==> config.mk <==
export PLATFORM = sky130hd
export DESIGN_NAME = hib_ctrl
export DESIGN_NICKNAME = d
export VERILOG_FILES = /design/src/rtl/hib_pkg.sv /design/src/rtl/hib_cfg_regs.sv /design/src/rtl/hib_fsm.sv /design/src/rtl/hib_pin_mux.sv /design/src/rtl/hib_ctrl.sv
export SDC_FILE = /design/constraint.sdc
export NUM_CORES = 1
export LEC_CHECK = 0
export ABC_CLOCK_PERIOD_IN_PS = 2900
export BUFFER_PORTS_ARGS = -buffer_cell sky130_fd_sc_hd__buf_2
export CORE_MARGIN = 2
export CORE_UTILIZATION = 42
export DETAILED_ROUTE_END_ITERATION = 12
export GPL_ROUTABILITY_DRIVEN = 0
export PLACE_DENSITY = 0.77
export SKIP_LAST_GASP = 1
export SLEW_MARGIN = 10
export SYNTH_ARGS = -nofsm -noshare
export SYNTH_HDL_FRONTEND = slang
export SYNTH_SLANG_ARGS = --single-unit
==> constraint.sdc <==
create_clock -name clk -period 2.9 [get_ports clk]
set_clock_uncertainty 0.2 [all_clocks]
set_input_delay 0.58 -clock clk [delete_from_list [all_inputs] [get_ports clk]]
set_output_delay 0.58 -clock clk [all_outputs]
set_load 0.05 [all_outputs]
==> src/rtl/hib_pkg.sv <==
package hib_pkg;

  typedef enum logic [1:0] {
    ST_ACTIVE  = 2'd0,
    ST_HIB     = 2'd1,
    ST_STARTUP = 2'd2
  } hib_state_e;

  // Control word, bit 0 first from the right.
  typedef struct packed {
    logic memrst_level;
    logic irq_quiet;
    logic rst_level;
    logic keep_regs;
    logic via_startup;
    logic hib_req;
  } hib_cfg_t;

  localparam int CFG_BITS = $bits(hib_cfg_t);

endpackage

==> src/rtl/hib_cfg_regs.sv <==
module hib_cfg_regs
  import hib_pkg::*;
#(
  parameter int ADDR_W   = 4,
  parameter int DATA_W   = 8,
  parameter int CFG_ADDR = 5
) (
  input  logic              clk,
  input  logic              rst,
  input  logic              wr_en,
  input  logic [ADDR_W-1:0] wr_addr,
  input  logic [DATA_W-1:0] wr_data,
  output hib_cfg_t          cfg_o
);

  localparam logic [ADDR_W-1:0] SEL = ADDR_W'(CFG_ADDR);

  hib_cfg_t cfg_q;
  logic     hit;

  assign hit = wr_en && (wr_addr == SEL);

  always_ff @(posedge clk) begin
    if (rst) begin
      cfg_q <= '0;
    end else if (hit) begin
      cfg_q <= hib_cfg_t'(wr_data[CFG_BITS-1:0]);
    end
  end

  assign cfg_o = cfg_q;

  // foreign addresses leave the control bits untouched
  p_foreign_addr_r2: assert property (@(posedge clk) disable iff (rst)
    (wr_en && wr_addr != SEL) |=> $stable(cfg_q));

  // a matching write is taken as written
  p_load_r2: assert property (@(posedge clk) disable iff (rst)
    hit |=> (cfg_q == $past(wr_data[CFG_BITS-1:0])));

endmodule

==> src/rtl/hib_fsm.sv <==
module hib_fsm
  import hib_pkg::*;
(
  input  logic       clk,
  input  logic       rst,
  input  hib_cfg_t   cfg_i,
  input  logic       done_i,
  output hib_state_e state_o,
  output logic       startup_req_o,
  output logic       reg_rst_o
);

  hib_state_e state_q, state_d;
  logic       startup_q;
  logic       regrst_q;
  logic       leaving;

  always_comb begin
    state_d = state_q;
    leaving = 1'b0;
    unique case (state_q)
      ST_ACTIVE: begin
        if (cfg_i.hib_req) state_d = ST_HIB;
      end
      ST_HIB: begin
        if (!cfg_i.hib_req) begin
          leaving = 1'b1;
          state_d = cfg_i.via_startup ? ST_STARTUP : ST_ACTIVE;
        end
      end
      ST_STARTUP: begin
        if (done_i) state_d = ST_ACTIVE;
      end
      default: state_d = ST_ACTIVE;
    endcase
  end

  always_ff @(posedge clk) begin
    if (rst) begin
      state_q   <= ST_ACTIVE;
      startup_q <= 1'b0;
      regrst_q  <= 1'b0;
    end else begin
      state_q   <= state_d;
      startup_q <= (state_d == ST_STARTUP);
      regrst_q  <= leaving && !cfg_i.keep_regs;
    end
  end

  assign state_o       = state_q;
  assign startup_req_o = startup_q;
  assign reg_rst_o     = regrst_q;

  // a pending request takes the controller into hibernate
  p_enter_r3: assert property (@(posedge clk) disable iff (rst)
    (state_q == ST_ACTIVE && cfg_i.hib_req) |=> (state_q == ST_HIB));

  // startup holds until done is seen
  p_startup_hold_r5: assert property (@(posedge clk) disable iff (rst)
    (state_q == ST_STARTUP && !done_i) |=> (state_q == ST_STARTUP));

  // request flag tracks the startup state
  p_req_match_r5: assert property (@(posedge clk) disable iff (rst)
    startup_q == (state_q == ST_STARTUP));

  // the register reset lasts one cycle
  p_pulse_single_r6: assert property (@(posedge clk) disable iff (rst)
    regrst_q |=> !regrst_q);

  // the register reset only follows a hibernate exit
  p_pulse_source_r6: assert property (@(posedge clk) disable iff (rst)
    regrst_q |-> ($past(state_q) == ST_HIB && state_q != ST_HIB));

  // done is ignored outside startup
  p_done_ignored_r11: assert property (@(posedge clk) disable iff (rst)
    (state_q == ST_ACTIVE && !cfg_i.hib_req && done_i) |=> (state_q == ST_ACTIVE));

endmodule

==> src/rtl/hib_pin_mux.sv <==
module hib_pin_mux
  import hib_pkg::*;
(
  input  logic       clk,
  input  logic       rst,
  input  hib_state_e state_i,
  input  hib_cfg_t   cfg_i,
  input  logic       rst_n_i,
  input  logic       irq_n_i,
  input  logic       memrst_n_i,
  output logic       rst_n_o,
  output logic       irq_n_o,
  output logic       memrst_n_o
);

  logic in_hib;
  logic rst_q, irq_q, memrst_q;

  assign in_hib = (state_i == ST_HIB);

  always_ff @(posedge clk) begin
    if (rst) begin
      rst_q    <= 1'b1;
      irq_q    <= 1'b1;
      memrst_q <= 1'b1;
    end else if (in_hib) begin
      rst_q    <= cfg_i.rst_level;
      irq_q    <= cfg_i.irq_quiet | irq_n_i;
      memrst_q <= cfg_i.memrst_level;
    end else begin
      rst_q    <= rst_n_i;
      irq_q    <= irq_n_i;
      memrst_q <= memrst_n_i;
    end
  end

  assign rst_n_o    = rst_q;
  assign irq_n_o    = irq_q;
  assign memrst_n_o = memrst_q;

  // reset pin held at its programmed level
  p_rst_pin_r7: assert property (@(posedge clk) disable iff (rst)
    in_hib |=> (rst_q == $past(cfg_i.rst_level)));

  // quiet interrupt shows no request
  p_irq_quiet_r8: assert property (@(posedge clk) disable iff (rst)
    (in_hib && cfg_i.irq_quiet) |=> irq_q);

  // memory reset pin held at its programmed level
  p_memrst_pin_r9: assert property (@(posedge clk) disable iff (rst)
    in_hib |=> (memrst_q == $past(cfg_i.memrst_level)));

  // pins pass through outside hibernate
  p_pass_r10: assert property (@(posedge clk) disable iff (rst)
    !in_hib |=> ({rst_q, irq_q, memrst_q} == $past({rst_n_i, irq_n_i, memrst_n_i})));

endmodule

==> src/rtl/hib_ctrl.sv <==
module hib_ctrl
  import hib_pkg::*;
#(
  parameter int ADDR_W   = 4,
  parameter int DATA_W   = 8,
  parameter int CFG_ADDR = 5
) (
  input  logic              clk,
  input  logic              rst,
  input  logic              wr_en,
  input  logic [ADDR_W-1:0] wr_addr,
  input  logic [DATA_W-1:0] wr_data,
  input  logic              startup_done,
  input  logic              rst_n_in,
  input  logic              irq_n_in,
  input  logic              memrst_n_in,
  output logic [1:0]        state,
  output logic              startup_req,
  output logic              reg_rst_pulse,
  output logic              rst_n_out,
  output logic              irq_n_out,
  output logic              memrst_n_out
);

  hib_cfg_t   cfg;
  hib_state_e st;

  hib_cfg_regs #(
    .ADDR_W  (ADDR_W),
    .DATA_W  (DATA_W),
    .CFG_ADDR(CFG_ADDR)
  ) u_regs (
    .clk    (clk),
    .rst    (rst),
    .wr_en  (wr_en),
    .wr_addr(wr_addr),
    .wr_data(wr_data),
    .cfg_o  (cfg)
  );

  hib_fsm u_fsm (
    .clk          (clk),
    .rst          (rst),
    .cfg_i        (cfg),
    .done_i       (startup_done),
    .state_o      (st),
    .startup_req_o(startup_req),
    .reg_rst_o    (reg_rst_pulse)
  );

  hib_pin_mux u_pins (
    .clk       (clk),
    .rst       (rst),
    .state_i   (st),
    .cfg_i     (cfg),
    .rst_n_i   (rst_n_in),
    .irq_n_i   (irq_n_in),
    .memrst_n_i(memrst_n_in),
    .rst_n_o   (rst_n_out),
    .irq_n_o   (irq_n_out),
    .memrst_n_o(memrst_n_out)
  );

  assign state = st;

  initial begin
    if (DATA_W < CFG_BITS) $error("DATA_W too narrow for control word");
  end

endmodule

==> flow_summary.ini <==
[min_path]
min_path_type = flop to flop
min_from = u_regs.cfg_o[4]$_SDFFE_PP0P_

[layout]
drive_gt1_share_pct = 44.0
syn_to_final_growth_pct = 22.5
antenna_cells = 0
num-nets-final = 95

[sta]
period_minus_slack_ps = 1760
relSlewSlack_pct = 82.5
rsz0062_at_grt = false
setup_violations = 0
tightest_slew_ps = 262
hold_viol = 0
final.setup.tns_ps = 0
finalCritPeriodShare_pct = 60.7
drv_slew = 0
fmax_mhz = 568

[logic_synthesis]
synthMuxAreaShare_pct = 13.4
synth-seq-cells = 13
synthAdderAreaFrac_pct = 0
post_synth.cell_area_avg_um2 = 11.9
synthArstFlopShare_pct = 0
synth_top_area_share_pct = 43.7
synth_most_common_cell = dfxtp_1
synth_area_leaders = dfxtp_1, mux2i_1, nand2b_1
synth-compound-area-share_pct = 1.68
synth_fp_nets = 69
syn_inst = 50
synth_commonest_cells = dfxtp_1, nand2b_1, mux2i_1
synth_flop_cell = dfxtp_1
yosysWarnings = 0
synthSimpleGateAreaFrac_pct = 36.1
synth_top_family_by_area = simple AND/OR/NAND/NOR gates
synth_top_area_cell = dfxtp_1
syn-cell-area_um2 = 596
synth-xor-area-share_pct = 0
ys_types = 15
yosysSeqAreaShare_pct = 43.7
synth_edf_count = 0

[routing]
routed_wl_um = 860
first_pass_iters = 1
postRouteAntennaNets = 0
wl_per_cell_um = 9.56
viasPerCell = 4.58
drtIter0Drc = 0
vias = 412
drc = 0

[critical_path]
cp_max_fo = 4
startpoint = u_fsm.state_o[0]$_SDFF_PP0_
cp_top_family = flip-flops
critPathBufInv = 1
crit_path_end_kind = output pin
path_cells = buf_2
cp-start-kind = flop
crit_arrival_ps = 980
critPathMaxStageDelay_ps = 410
cp_slowest_cell = dfxtp_1
crit_type = flop to output pin
required_ps = 2120
r2r-start = u_fsm.state_o[1]$_SDFF_PP0_

[die]
die_h_um = 41.7
dieArea_um2 = 1740
io_pins = 26
die_width_um = 41.7
core_um2 = 1320
start_util_pct = 45.2
std_cell_rows = 13

[global_route]
grt_pass1_vias = 343
antenna_found_initial = 0
overflow = 0
grt_max_degree = 20
grt_pass1_wl_um = 1370
grt_use_total_pct = 10.7

[job]
drv_cap = 0

[clock_tree]
cts_buffer_depth = 2
clock_sinks = 13
ctsRootBufferMaster = clkbuf_4
cts_setup_buffers = 0
clock_latency_ps = 280
numCtsBuffers = 3
path_clk_slew_ps = 80
cts.hold.buffers_added = 0
cts_tree = done
cts_resized = 0
htreeDepth = 1

[status]
status = complete, no violations

[power_and_ir_drop]
ir_drop_mv = 0.319
power.density_nw_per_um2 = 458
p_leak_nw = 0.346
total_power_mw = 0.334

[placed_design]
io_buffers = 23
[area by class of cell]
| type | count | area (um2) |
|---|---|---|
| repair buffers | 23 | 115 |
| well taps | 15 | 18.8 |
| multi-input cells | 34 | 305 |
| flip-flops and latches | 13 | 260 |
| clock buffers | 4 | 26.3 |
| fillers | 117 | 588 |
| inverters | 1 | 3.75 |
[cells by family (layout without fill, tap and decap cells)]
| kind of cell | Yosys count | count (layout) |
|---|---|---|
| multiplexers | 8 | 8 |
| flip-flops | 13 | 13 |
| AND/OR/NAND/NOR | 24 | 24 |
| buffers and inverters | 3 | 28 |
| AO/OA/AOI/OAI | 2 | 2 |
[routing by layer]
layer	global-route usage [%]	vias to the layer above	part of all wire, %
li1	-	217	-
met1	11.0	178	40
met2	17.5	15	50
met3	6.96	2	9.7
met4	3.87	0	0.93
met5	0	-	0
[report_power, final]
group | internal (mW) | total, mW | switching (mW)
clock | 0.0534 | 0.112 | 0.0589
sequential | 0.182 | 0.183 | 0.00148
combinational | 0.0183 | 0.0389 | 0.0206
[per-stage QoR]
step	util, %	cell area (um2)	std cells	worst slack [ps]	hold WS [ps]
6_report	55.4	729	90	1140	266
5_1_grt	55.4	729	90	1090	305
3_3_place_gp	53.4	703	86	1410	244
3_5_place_dp	53.4	703	86	1370	255
2_1_floorplan	-	596	50	1430	232
4_1_cts	55.4	729	90	1130	271
[placed cells by master, fill, tap and decap left out, types with 3 or more instances in the layout]
cell      instances
buf_2            23
dfxtp_1          13
clkbuf_4          3
nor2_1            4
mux2i_1           8
nand2b_4          4
nand2b_1         11
[path summary, 6_finish.rpt]
kind,endpoint,slack (ps),cells past startpoint
max,state[0],1140,1
min,u_pins.irq_n_o$_SDFF_PP1_,270,2
max reg2reg,u_fsm.state_o[1]$_SDFF_PP0_,1770,3
min reg2reg,u_pins.irq_n_o$_SDFF_PP1_,270,2
[worst register-to-register path, stage by stage, from the launching register on]
cell      delay [ps]
dfxtp_1          380
and4bb_1         230
a21oi_1          160
nor2_1            60
[state kept, by name (all words and copies together), names as in the netlist]
name                 flops
u_pins.memrst_n_o        1
u_pins.irq_n_o           1
u_pins.rst_n_o           1
u_fsm.state_o            2
u_regs.cfg_o             6
u_fsm.reg_rst_o          1
u_fsm.startup_req_o      1
No activity file was read; power rests on OpenSTA's default activity.
